### config.mk
export PLATFORM = sky130hd
export DESIGN_NAME = board_contact_chain
export DESIGN_NICKNAME = d
export VERILOG_FILES = /design/src/rtl/bct_pkg.sv /design/src/rtl/bct_mode_latch.sv /design/src/rtl/bct_xnor_chain.sv /design/src/rtl/bct_pad_mux.sv /design/src/rtl/board_contact_chain.sv
export SDC_FILE = /design/constraint.sdc
export NUM_CORES = 1
export LEC_CHECK = 0
export ABC_AREA = 0
export ABC_CLOCK_PERIOD_IN_PS = 1530
export CAP_MARGIN = 40
export CORE_AREA = 2 2 39 41
export DETAILED_ROUTE_END_ITERATION = 16
export DIE_AREA = 0 0 41 43
export DONT_BUFFER_PORTS = 1
export PLACE_DENSITY = 0.58
export SYNTH_ARGS = -nofsm -noshare
export SYNTH_HDL_FRONTEND = slang
export SYNTH_SLANG_ARGS = --single-unit
export TNS_END_PERCENT = 100
### constraint.sdc
create_clock -name clk -period 1.53 [get_ports clk]
set_clock_uncertainty 0.15 [all_clocks]
set_input_delay 0 -clock clk [delete_from_list [all_inputs] [get_ports clk]]
set_output_delay 0 -clock clk [all_outputs]
set_load 0.005 [all_outputs]
### src/rtl/bct_pkg.sv
// Package: shared mode type for the pad contact test chain controller.
// Assumes: nothing; pure type definitions.
package bct_pkg;

    typedef enum logic {
        MODE_FUNC  = 1'b0,
        MODE_CHAIN = 1'b1
    } bct_mode_e;

endpackage

### src/rtl/bct_mode_latch.sv
// Module: bct_mode_latch
// Captures the test-mode decision at each release of rst_n. A release is
// detected synchronously as rst_n high with its previous sample low.
// Assumes: rst_n, frame_lvl and lad0_lvl are stable around clock edges;
// por_n is a synchronous active-low power-on reset.
module bct_mode_latch
    import bct_pkg::*;
(
    input  logic      clk,
    input  logic      por_n,
    input  logic      rst_n,
    input  logic      frame_lvl,
    input  logic      lad0_lvl,
    output bct_mode_e mode
);

    logic rst_seen;
    logic release_evt;

    // Purpose: flag the cycle in which the bus reset is first seen high.
    always_comb release_evt = rst_n && !rst_seen;

    // Purpose: track the previous rst_n level and latch the mode on release.
    always_ff @(posedge clk) begin
        if (!por_n) begin
            rst_seen <= 1'b0;
            mode     <= MODE_FUNC;
        end else begin
            rst_seen <= rst_n;
            if (release_evt) begin
                mode <= (!frame_lvl && !lad0_lvl) ? MODE_CHAIN : MODE_FUNC;
            end
        end
    end

    assert_enter_R2: assert property (@(posedge clk) disable iff (!por_n)
        (rst_n && !rst_seen && !frame_lvl && !lad0_lvl) |=> (mode == MODE_CHAIN));

    assert_exit_R3: assert property (@(posedge clk) disable iff (!por_n)
        (rst_n && !rst_seen && (frame_lvl || lad0_lvl)) |=> (mode == MODE_FUNC));

    assert_mode_hold_R4: assert property (@(posedge clk) disable iff (!por_n)
        !(rst_n && !rst_seen) |=> $stable(mode));

endmodule

### src/rtl/bct_xnor_chain.sv
// Module: bct_xnor_chain
// Serial cascade of two-input XNOR stages. Stage 0 is input bit 0. Each
// later stage combines the previous stage with the next input bit.
// Assumes: N_IN >= 2; purely combinational, no clock.
module bct_xnor_chain #(
    parameter int N_IN = 16
) (
    input  logic [N_IN-1:0] din,
    output logic            dout
);

    localparam int LAST = N_IN - 1;

    logic [N_IN-1:0] stage;

    // Purpose: seed the cascade with the first input.
    always_comb stage[0] = din[0];

    for (genvar g = 1; g < N_IN; g++) begin : g_stage
        // Purpose: one XNOR stage of the cascade.
        always_comb stage[g] = ~(stage[g-1] ^ din[g]);
    end

    // Purpose: the final stage result is the chain output.
    always_comb dout = stage[LAST];

endmodule

### src/rtl/bct_pad_mux.sv
// Module: bct_pad_mux
// Per-pad direction and data override. In chain mode the pad is an input
// and the core sees zero. Otherwise the pad connects straight to the core.
// Assumes: chain_mode is a registered, glitch-free level.
module bct_pad_mux #(
    parameter int N_PADS = 16
) (
    input  logic              chain_mode,
    input  logic [N_PADS-1:0] pad_in,
    input  logic [N_PADS-1:0] core_oe,
    input  logic [N_PADS-1:0] core_out,
    output logic [N_PADS-1:0] core_in,
    output logic [N_PADS-1:0] pad_oe,
    output logic [N_PADS-1:0] pad_out
);

    for (genvar p = 0; p < N_PADS; p++) begin : g_pad
        // Purpose: select functional or parked values for one pad.
        always_comb begin
            if (chain_mode) begin
                core_in[p] = 1'b0;
                pad_oe[p]  = 1'b0;
                pad_out[p] = 1'b0;
            end else begin
                core_in[p] = pad_in[p];
                pad_oe[p]  = core_oe[p];
                pad_out[p] = core_out[p];
            end
        end
    end

endmodule

### src/rtl/board_contact_chain.sv
// Module: board_contact_chain (top)
// Pad contact test controller: latches the mode at each bus reset release,
// overrides pad directions in chain mode, and puts the XNOR chain result
// onto the transmit pad.
// Assumes: FRAME_IDX and LAD0_IDX are distinct and below N_PADS; inputs
// settle away from the rising clock edge.
module board_contact_chain
    import bct_pkg::*;
#(
    parameter int N_PADS    = 16,
    parameter int FRAME_IDX = 0,
    parameter int LAD0_IDX  = 1
) (
    input  logic              clk,
    input  logic              por_n,
    input  logic              rst_n,
    input  logic [N_PADS-1:0] pad_in,
    input  logic [N_PADS-1:0] core_oe,
    input  logic [N_PADS-1:0] core_out,
    input  logic              core_txd,
    output logic [N_PADS-1:0] core_in,
    output logic [N_PADS-1:0] pad_oe,
    output logic [N_PADS-1:0] pad_out,
    output logic              txd_pad
);

    localparam logic PARITY_FLIP = ((N_PADS - 1) % 2) == 1;

    bct_mode_e mode;
    logic      chain_mode;
    logic      chain_res;

    bct_mode_latch u_mode (
        .clk       (clk),
        .por_n     (por_n),
        .rst_n     (rst_n),
        .frame_lvl (pad_in[FRAME_IDX]),
        .lad0_lvl  (pad_in[LAD0_IDX]),
        .mode      (mode)
    );

    // Purpose: decode the latched mode into a control level.
    always_comb chain_mode = (mode == MODE_CHAIN);

    bct_xnor_chain #(.N_IN(N_PADS)) u_chain (
        .din  (pad_in),
        .dout (chain_res)
    );

    bct_pad_mux #(.N_PADS(N_PADS)) u_mux (
        .chain_mode (chain_mode),
        .pad_in     (pad_in),
        .core_oe    (core_oe),
        .core_out   (core_out),
        .core_in    (core_in),
        .pad_oe     (pad_oe),
        .pad_out    (pad_out)
    );

    // Purpose: borrow the transmit pad for the chain result in chain mode.
    always_comb txd_pad = chain_mode ? chain_res : core_txd;

    assert_pads_input_R5: assert property (@(posedge clk) disable iff (!por_n)
        chain_mode |-> (pad_oe == '0 && pad_out == '0));

    assert_core_parked_R6: assert property (@(posedge clk) disable iff (!por_n)
        chain_mode |-> (core_in == '0));

    assert_chain_toggle_R7: assert property (@(posedge clk) disable iff (!por_n)
        (chain_mode && $past(chain_mode) && $countones(pad_in ^ $past(pad_in)) == 1)
        |-> (txd_pad != $past(txd_pad)));

    assert_chain_parity_R8: assert property (@(posedge clk) disable iff (!por_n)
        chain_mode |-> (txd_pad == ((^pad_in) ^ PARITY_FLIP)));

    assert_passthrough_R9: assert property (@(posedge clk) disable iff (!por_n)
        !chain_mode |-> (pad_oe == core_oe && core_in == pad_in && txd_pad == core_txd));

endmodule

==> results of run 1 <==
sequential cells by signal (all words and copies together) (netlist names):
| name | flops |
|---|---|
| u_mode.mode | 1 |
| u_mode.rst_seen | 1 |
final timing paths:
| kind | from | endpoint | slack [ns] | cells past startpoint |
|---|---|---|---|---|
| worst max-delay path | pad_in[0] | txd_pad | 0.18 | 6 |
| worst min-delay path | pad_in[1] | u_mode.mode | 0.02 | 4 |
| worst min register to register | u_mode.rst_seen | u_mode.mode | 0.42 | 3 |
| worst max register to register | u_mode.mode | u_mode.mode | 0.58 | 2 |
per-stage QoR:
step	cells	util (%)	total power, W	instance area (µm²)	hold slack, ns
6_report	144	80.8	0.000479	1120	0.0176
5_1_grt	144	80.8	0.000517	1120	0.0375
2_1_floorplan	75	-	0.000233	552	-0.0583
4_1_cts	144	80.8	0.000484	1120	0.000212
3_5_place_dp	89	41.6	0.000257	576	-0.0391
3_3_place_gp	89	41.6	0.000254	576	-0.0505
layout make-up:
class,count,area (µm²)
Inverter,2,7.51
Fill cell,82,265
Clock buffer,3,22.5
Multi-Input combinational cell,66,485
Sequential cell,2,40.0
Tap cell,16,20.0
Timing Repair Buffer,55,543
placed cells by master (no fill, tap or decap):
cell / synthesis / layout
dlygate4sd3_1: 0 / 52
nor2b_1: 47 / 47
xnor2_1: 7 / 7
xnor3_1: 3 / 3
nor2_1: 3 / 3
clkbuf_4: 0 / 3
buf_4: 0 / 3
inv_1: 2 / 2
dfxtp_1: 2 / 2
xor2_1: 1 / 1
a21oi_1: 1 / 1
nor2b_2: 1 / 1
and2_1: 1 / 1
mux2i_1: 1 / 1
ha_1: 1 / 1
critical path, cell delays in order:
cell	delay, ns
inv_1	0.03
ha_1	0.29
xnor2_1	0.14
xnor2_1	0.20
xnor3_1	0.34
a21oi_1	0.21
routing by layer:
layer / vias up / global-route usage, % / part of all wire [%]
met5: - / 0 / 0
met3: 4 / 4.71 / 9.7
met1: 306 / 18.7 / 33
li1: 331 / - / -
met2: 54 / 46.6 / 56
met4: 0 / 10.0 / 1.7
cells in the mapped netlist:
cell	n	area share, %
and2_1	1	1.1
xor2_1	1	1.6
nor2_1	3	2.0
xnor3_1	3	12
nor2b_1	47	53
mux2i_1	1	1.8
xnor2_1	7	11
a21oi_1	1	0.91
nor2b_2	1	1.6
ha_1	1	2.3
clkbuf_1	5	3.4
dfxtp_1	2	7.3
inv_1	2	1.4
logic make-up (layout without fill, tap and decap cells):
logic type               count (synthesis)  in the layout  share of synthesized area, %
adder cells (fa/ha/maj)                  1              1                          2.27
AND/OR/NAND/NOR                         52             52                          58.1
multiplexers                             1              1                          1.81
buffers and inverters                    7             60                          4.76
XOR/XNOR                                11             11                          24.9
AO/OA/AOI/OAI                            1              1                         0.906
flip-flops                               2              2                          7.26
what timing repair did:
| action | in CTS | in global routing |
|---|---|---|
| resized for setup | 0 | 0 |
| hold endpoints to repair | 51 | 0 |
| setup endpoints to repair | 0 | 0 |
| hold buffers | 52 | 0 |
power by group:
part / internal (W) / switching [W] / leakage [nW]
Sequential: 0.0000550 / 0.00000308 / 0.0165
Combinational: 0.000200 / 0.000107 / 0.463
Clock: 0.0000865 / 0.0000284 / 0.0138
Total: 0.000341 / 0.000138 / 0.493
==> results.cfg, run 1 <==
[cts]
clock_latency_ns = 0.22
clkTransAtPathRegs_ns = 0.03
h-tree-depth = 1
clockBufferDepth = 2
clock-sinks = 2
tritoncts = done
numCtsBuffers = 3
cts_setup_buffers = 0
root_buffer = clkbuf_4

[die]
row_count = 14
io_pins = 101
initial_core_util_pct = 39.9
coreArea_um2 = 1380
die_y_um = 43
fp.dieArea_um2 = 1760
die_x_um = 41

[placed_design]
globalplace.congestion = 0.637
place_ws_ns = 0.165
io_buffers = 0
dp_hpwl_um = 1110

[timing]
hold_viol_final = 0
finalCritPeriodShare_pct = 88.6
rsz0062_at_grt = no
period_minus_slack_ns = 1.35
slew_viol_final = 0
setup_tns_ns = 0
max_freq_mhz = 738
worstMarginPinSlew_ns = 0.335
setup-violations-final = 0
slew_headroom_pct = 77.6
setup_ws_ns = 0.175

[synthesis]
syn-num-nets = 128
netlist_area_um2 = 552
synth-seq-cells = 2
synth.distinct_cells = 13
ys_seq_area_share_pct = 7.26
netlist_instances = 75
synth.avg_cell_area_um2 = 7.36
yosysWarnings = 0

[grt]
grt_overflow = 0
grt_max_degree = 27
antenna_found_initial = 0
grt_pass1_vias = 714
grt_use_total_pct = 23.2
grt_pass1_wl_um = 2780

[cells_and_area]
drive_gt1_share_pct = 5.47
diodes = 0
areaGrowthSynthToFinish_pct = 103
num-nets-final = 183

[run]
drv_cap = 0

[critical_path]
cp.required_ns = 1.38
critPathLaunchType = input pin
critical_path_class = in -> out
cp-end-kind = primary output
arrival_ns = 1.20
cp_max_fo = 2

[power_and_ir_drop]
cellLeakagePower_nw = 0.493
peakVddDrop_mv = 0.419
power_density_nw_per_um2 = 428

[route]
dr_total_vias = 695
wirelength_um = 2180
detail_route.wl_per_cell_um = 15.1
first_pass_iters = 4
dr.first_iter.drc_count = 3
drc = 0
viasPerCell = 4.83
drtAntennaViolNets = 0

[worst_hold_path]
hp-class = in -> reg

[status]
outcome = finished clean
(Power assumes the default switching activity.)
==> inputs of run 2 (changes only) <==
--- a/config.mk
+++ b/config.mk
@@ -9,9 +9,11 @@
 export ABC_CLOCK_PERIOD_IN_PS = 1530
 export CAP_MARGIN = 40
 export CORE_AREA = 2 2 39 41
+export CTS_BUF_LIST = sky130_fd_sc_hd__clkbuf_4 sky130_fd_sc_hd__clkbuf_8
 export DETAILED_ROUTE_END_ITERATION = 16
 export DIE_AREA = 0 0 41 43
 export DONT_BUFFER_PORTS = 1
+export HOLD_SLACK_MARGIN = 0.02
 export PLACE_DENSITY = 0.58
 export SYNTH_ARGS = -nofsm -noshare
 export SYNTH_HDL_FRONTEND = slang
==> results.cfg, run 2 (synthesized netlist as in run 1, its figures left out) <==
[status]
outcome = finished clean

[power_and_ir_drop]
power.total_w = 0.000484
power_density_nw_per_um2 = 424
combPwrFrac_pct = 64.0
clkPwrFrac_pct = 23.8
p_int_w = 0.000344
cellLeakagePower_nw = 0.515
p_sw_w = 0.000139
peakVddDrop_mv = 0.418
netSwitchingFraction_pct = 28.8
seqPwrFrac_pct = 12.2

[worst_hold_path]
whs_endpoint = u_mode.rst_seen
min_from = por_n
hp-class = in -> reg
worst_hold_path.num_cells = 2

[grt]
grt_use_total_pct = 23.3
grt_pass1_wl_um = 2790
grt_max_degree = 27
antenna_found_initial = 0
grt_overflow = 0
grt_pass1_vias = 717

[route]
drc = 0
drtAntennaViolNets = 0
first_pass_iters = 4
detail_route.wl_per_cell_um = 15.1
viasPerCell = 4.76
wirelength_um = 2190
dr_total_vias = 690
dr.first_iter.drc_count = 3

[cts]
numCtsBuffers = 3
clock_latency_ns = 0.22
cts_setup_buffers = 0
tritoncts = done
root_buffer = clkbuf_4
h-tree-depth = 1
clkTransAtPathRegs_ns = 0.03
clock-sinks = 2
clockBufferDepth = 2

[critical_path]
critical_path_class = reg -> reg
r2r-end = u_mode.mode
cp.required_ns = 1.48
rrSetupSlack_ns = 0.07
reg2reg_from = u_mode.rst_seen
arrival_ns = 1.41
cp-end-kind = register
r2r.worst_path.cells = 4
critPathLaunchType = register
cp_max_fo = 1

[cells_and_area]
num-nets-final = 184
most-common-layout-cells = 52 x dlygate4sd3_1, 46 x nor2b_1, 7 x xnor2_1
areaGrowthSynthToFinish_pct = 107
diodes = 0
biggestRegsByFlops = u_mode.mode x1, u_mode.rst_seen x1
final_common_cell = dlygate4sd3_1
fill_cells = 77
drive_gt1_share_pct = 6.98
fin_cells = 145

[timing]
setup-violations-final = 0
hold_viol_final = 0
worstMarginPinSlew_ns = 0.237
slew_viol_final = 0
max_freq_mhz = 684
slew_headroom_pct = 84.1
period_minus_slack_ns = 1.46
setup_tns_ns = 0
rsz0062_at_grt = no
finalCritPeriodShare_pct = 95.5

[die]
coreArea_um2 = 1380
die_y_um = 43
io_pins = 101
fp.dieArea_um2 = 1760
die_x_um = 41
initial_core_util_pct = 39.9
row_count = 14

[placed_design]
globalplace.congestion = 0.637
dp_hpwl_um = 1110
place_inst = 89
io_buffers = 0

[run]
drv_cap = 0
run 2: cell count changes in the layout (fill, tap and decap cells not counted), sizes merged:
| cell | before | now |
|---|---|---|
| dlymetal6s4s | 0 | 1 |
run 2: worst max-delay path, cell delays in order (launching register included):
cell           delay, ns
dfxtp_1             0.31
nor2b_4             0.10
mux2i_1             0.17
nor2b_1             0.06
dlygate4sd3_1       0.55
run 2: how the worst max path moves through the flow:
stage	from	to	slack, ns	cells past startpoint
floorplan	pad_in[0]	txd_pad	0.25	6
global placement	pad_in[0]	txd_pad	0.21	6
detailed placement	pad_in[0]	txd_pad	0.16	6
CTS	rst_n	u_mode.mode	0.02	5
global route	u_mode.rst_seen	u_mode.mode	0.04	4
finish	u_mode.rst_seen	u_mode.mode	0.07	4
run 2: layout make-up:
cell class	count	area, µm²	share of cell area (%)
clock buffers	3	22.5	1.98
inverters	2	7.51	0.659
multi-input cells	66	493	43.2
flip-flops and latches	2	41.3	3.62
well taps	16	20.0	1.76
repair buffers	56	556	48.7
run 2: power by group through the flow:
stage	clock network [W]	registers [W]	logic, W
4_1_cts	0.000127	0.0000582	0.000299
6_report	0.000115	0.0000590	0.000309
5_1_grt	0.000130	0.0000592	0.000331
2_1_floorplan	0	0.0000569	0.000176
3_3_place_gp	0	0.0000589	0.000195
3_5_place_dp	0	0.0000589	0.000199
run 2: metal layers:
metal / up-vias / global-route usage, % / share of wire (%)
met5: - / 0 / 0
met4: 0 / 10.0 / 1.6
met3: 4 / 4.71 / 9.6
met2: 54 / 46.6 / 56
met1: 299 / 19.0 / 33
li1: 333 / - / -
run 2: timing repair:
| action | CTS | global route |
|---|---|---|
| hold buffers | 53 | 0 |
| endpoints found under the setup margin | 0 | 1 |
| gates resized for setup | 0 | 4 |
| hold endpoints to repair | 51 | 0 |
run 2: per-stage QoR:
step	hold slack (ns)	setup slack, ns	cell area (µm²)	util (%)
2_1_floorplan	-0.0583	0.249	552	-
3_3_place_gp	-0.0505	0.210	576	41.6
3_5_place_dp	-0.0391	0.165	576	41.6
4_1_cts	0.282	0.0222	1130	81.6
5_1_grt	0.310	0.0400	1140	82.4
6_report	0.307	0.0689	1140	82.4
==> inputs of run 3 (changes only) <==
--- a/config.mk
+++ b/config.mk
@@ -13,6 +13,7 @@
 export DETAILED_ROUTE_END_ITERATION = 16
 export DIE_AREA = 0 0 41 43
 export DONT_BUFFER_PORTS = 1
+export GPL_TIMING_DRIVEN = 0
 export HOLD_SLACK_MARGIN = 0.02
 export PLACE_DENSITY = 0.58
 export SYNTH_ARGS = -nofsm -noshare
==> results.cfg, run 3 (synthesized netlist as in run 1, its figures left out) <==
[status]
outcome = finished clean

[power_and_ir_drop]
seqPwrFrac_pct = 12.0
power.total_w = 0.000475
combPwrFrac_pct = 63.7
p_int_w = 0.000340
cellLeakagePower_nw = 0.486
netSwitchingFraction_pct = 28.5
peakVddDrop_mv = 0.396
clkPwrFrac_pct = 24.2
p_sw_w = 0.000135
power_density_nw_per_um2 = 425

[placed_design]
placed_area_um2 = 572
place_inst = 91
globalplace.congestion = 0.595
io_buffers = 0
dp_hpwl_um = 1110
place_ws_ns = 0.189

[timing]
max_freq_mhz = 747
rsz0062_at_grt = no
setup-violations-final = 0
setup_ws_ns = 0.191
hold_viol_final = 0
period_minus_slack_ns = 1.34
setup_tns_ns = 0
worstMarginPinSlew_ns = 0.418
slew_headroom_pct = 72.2
slew_viol_final = 0
finalCritPeriodShare_pct = 87.5

[cells_and_area]
most-common-layout-cells = 52 x dlygate4sd3_1, 47 x nor2b_1, 7 x xnor2_1
fin_cells = 146
drive_gt1_share_pct = 3.85
fill_cells = 89
diodes = 0
num-nets-final = 185
biggestRegsByFlops = u_mode.mode x1, u_mode.rst_seen x1
areaGrowthSynthToFinish_pct = 102
final_common_cell = dlygate4sd3_1
finalInstanceArea_um2 = 1120

[critical_path]
cp_cell_sequence = inv_1 > ha_1 > xnor2_1 > xnor2_1 > xnor3_1 > a21oi_1
cp-end-kind = primary output
cp.required_ns = 1.38
r2r.worst_path.cells = 3
max_stage_delay_ns = 0.34
reg2reg_from = u_mode.rst_seen
critPathLaunchType = input pin
cp_common_cell = xnor2_1
critical_path_class = in -> out
crit_path_top_delay_cell = xnor3_1
rrSetupSlack_ns = 0.59
r2r-end = u_mode.mode
arrival_ns = 1.19
cp_max_fo = 2

[cts]
clock-sinks = 2
h-tree-depth = 1
clkTransAtPathRegs_ns = 0.03
cts_setup_buffers = 0
tritoncts = done
clockBufferDepth = 2
root_buffer = clkbuf_4
numCtsBuffers = 3
clock_latency_ns = 0.22

[route]
drtAntennaViolNets = 0
wirelength_um = 2100
first_pass_iters = 3
dr_total_vias = 695
viasPerCell = 4.76
detail_route.wl_per_cell_um = 14.4
dr.first_iter.drc_count = 4
drc = 0

[die]
die_x_um = 41
coreArea_um2 = 1380
io_pins = 101
row_count = 14
initial_core_util_pct = 39.9
fp.dieArea_um2 = 1760
die_y_um = 43

[worst_hold_path]
whs_endpoint = u_mode.mode
min_from = pad_in[1]
worst_hold_path.num_cells = 4
hp-class = in -> reg

[grt]
grt_pass1_vias = 737
antenna_found_initial = 0
grt_max_degree = 11
grt_overflow = 0
grt_use_total_pct = 23.7
grt_pass1_wl_um = 2880

[run]
drv_cap = 0
run 3: layer usage:
metal,wire length [µm],GRT usage [%]
met3,219,3.66
met5,0,0
met2,1180,42.2
met1,673,23.6
met4,21,14.0
run 3: how the worst max path moves through the flow:
stage / from / end / slack [ns] / depth (start not counted)
2_1_floorplan: pad_in[0] / txd_pad / 0.25 / 6
3_3_place_gp: pad_in[0] / txd_pad / 0.19 / 6
3_5_place_dp: pad_in[0] / txd_pad / 0.19 / 6
4_1_cts: u_mode.mode / txd_pad / 0.09 / 3
5_1_grt: pad_in[0] / txd_pad / 0.09 / 6
6_report: pad_in[0] / txd_pad / 0.19 / 6
run 3: power by group through the flow:
stage | Clock [W] | Sequential, W | Combinational [W]
3_5_place_dp | 0 | 0.0000578 | 0.000197
4_1_cts | 0.000122 | 0.0000572 | 0.000297
5_1_grt | 0.000124 | 0.0000574 | 0.000331
2_1_floorplan | 0 | 0.0000569 | 0.000176
6_report | 0.000115 | 0.0000572 | 0.000302
3_3_place_gp | 0 | 0.0000578 | 0.000198
run 3: layout make-up:
type	count	area, µm²	area share [%]
sequential	2	40.0	3.59
multi-input combinational	66	485	43.5
tap	16	20.0	1.79
buffer	5	20.0	1.79
clock buffer	3	22.5	2.02
timing repair buffer	52	520	46.6
inverter	2	7.51	0.673
run 3: per-stage QoR:
step	hold slack (ns)	utilization (%)
2_1_floorplan	-0.0583	-
3_3_place_gp	-0.0479	41.3
3_5_place_dp	-0.0429	41.3
4_1_cts	0.0344	80.6
5_1_grt	0.0521	80.7
6_report	0.0218	80.7
run 3: repair_timing:
action                                  4_1_cts  5_1_grt
hold buffers                                 52        0
endpoints found under the setup margin        0        1
hold endpoints to repair                     51        0
resized for setup                             0        2
run 3: critical path, delay by kind of cell:
family,cells,cell delay (ns)
compound gates,1,0.19
fa+ha+maj,1,0.29
buf+inv,1,0.03
xor+xnor,3,0.67
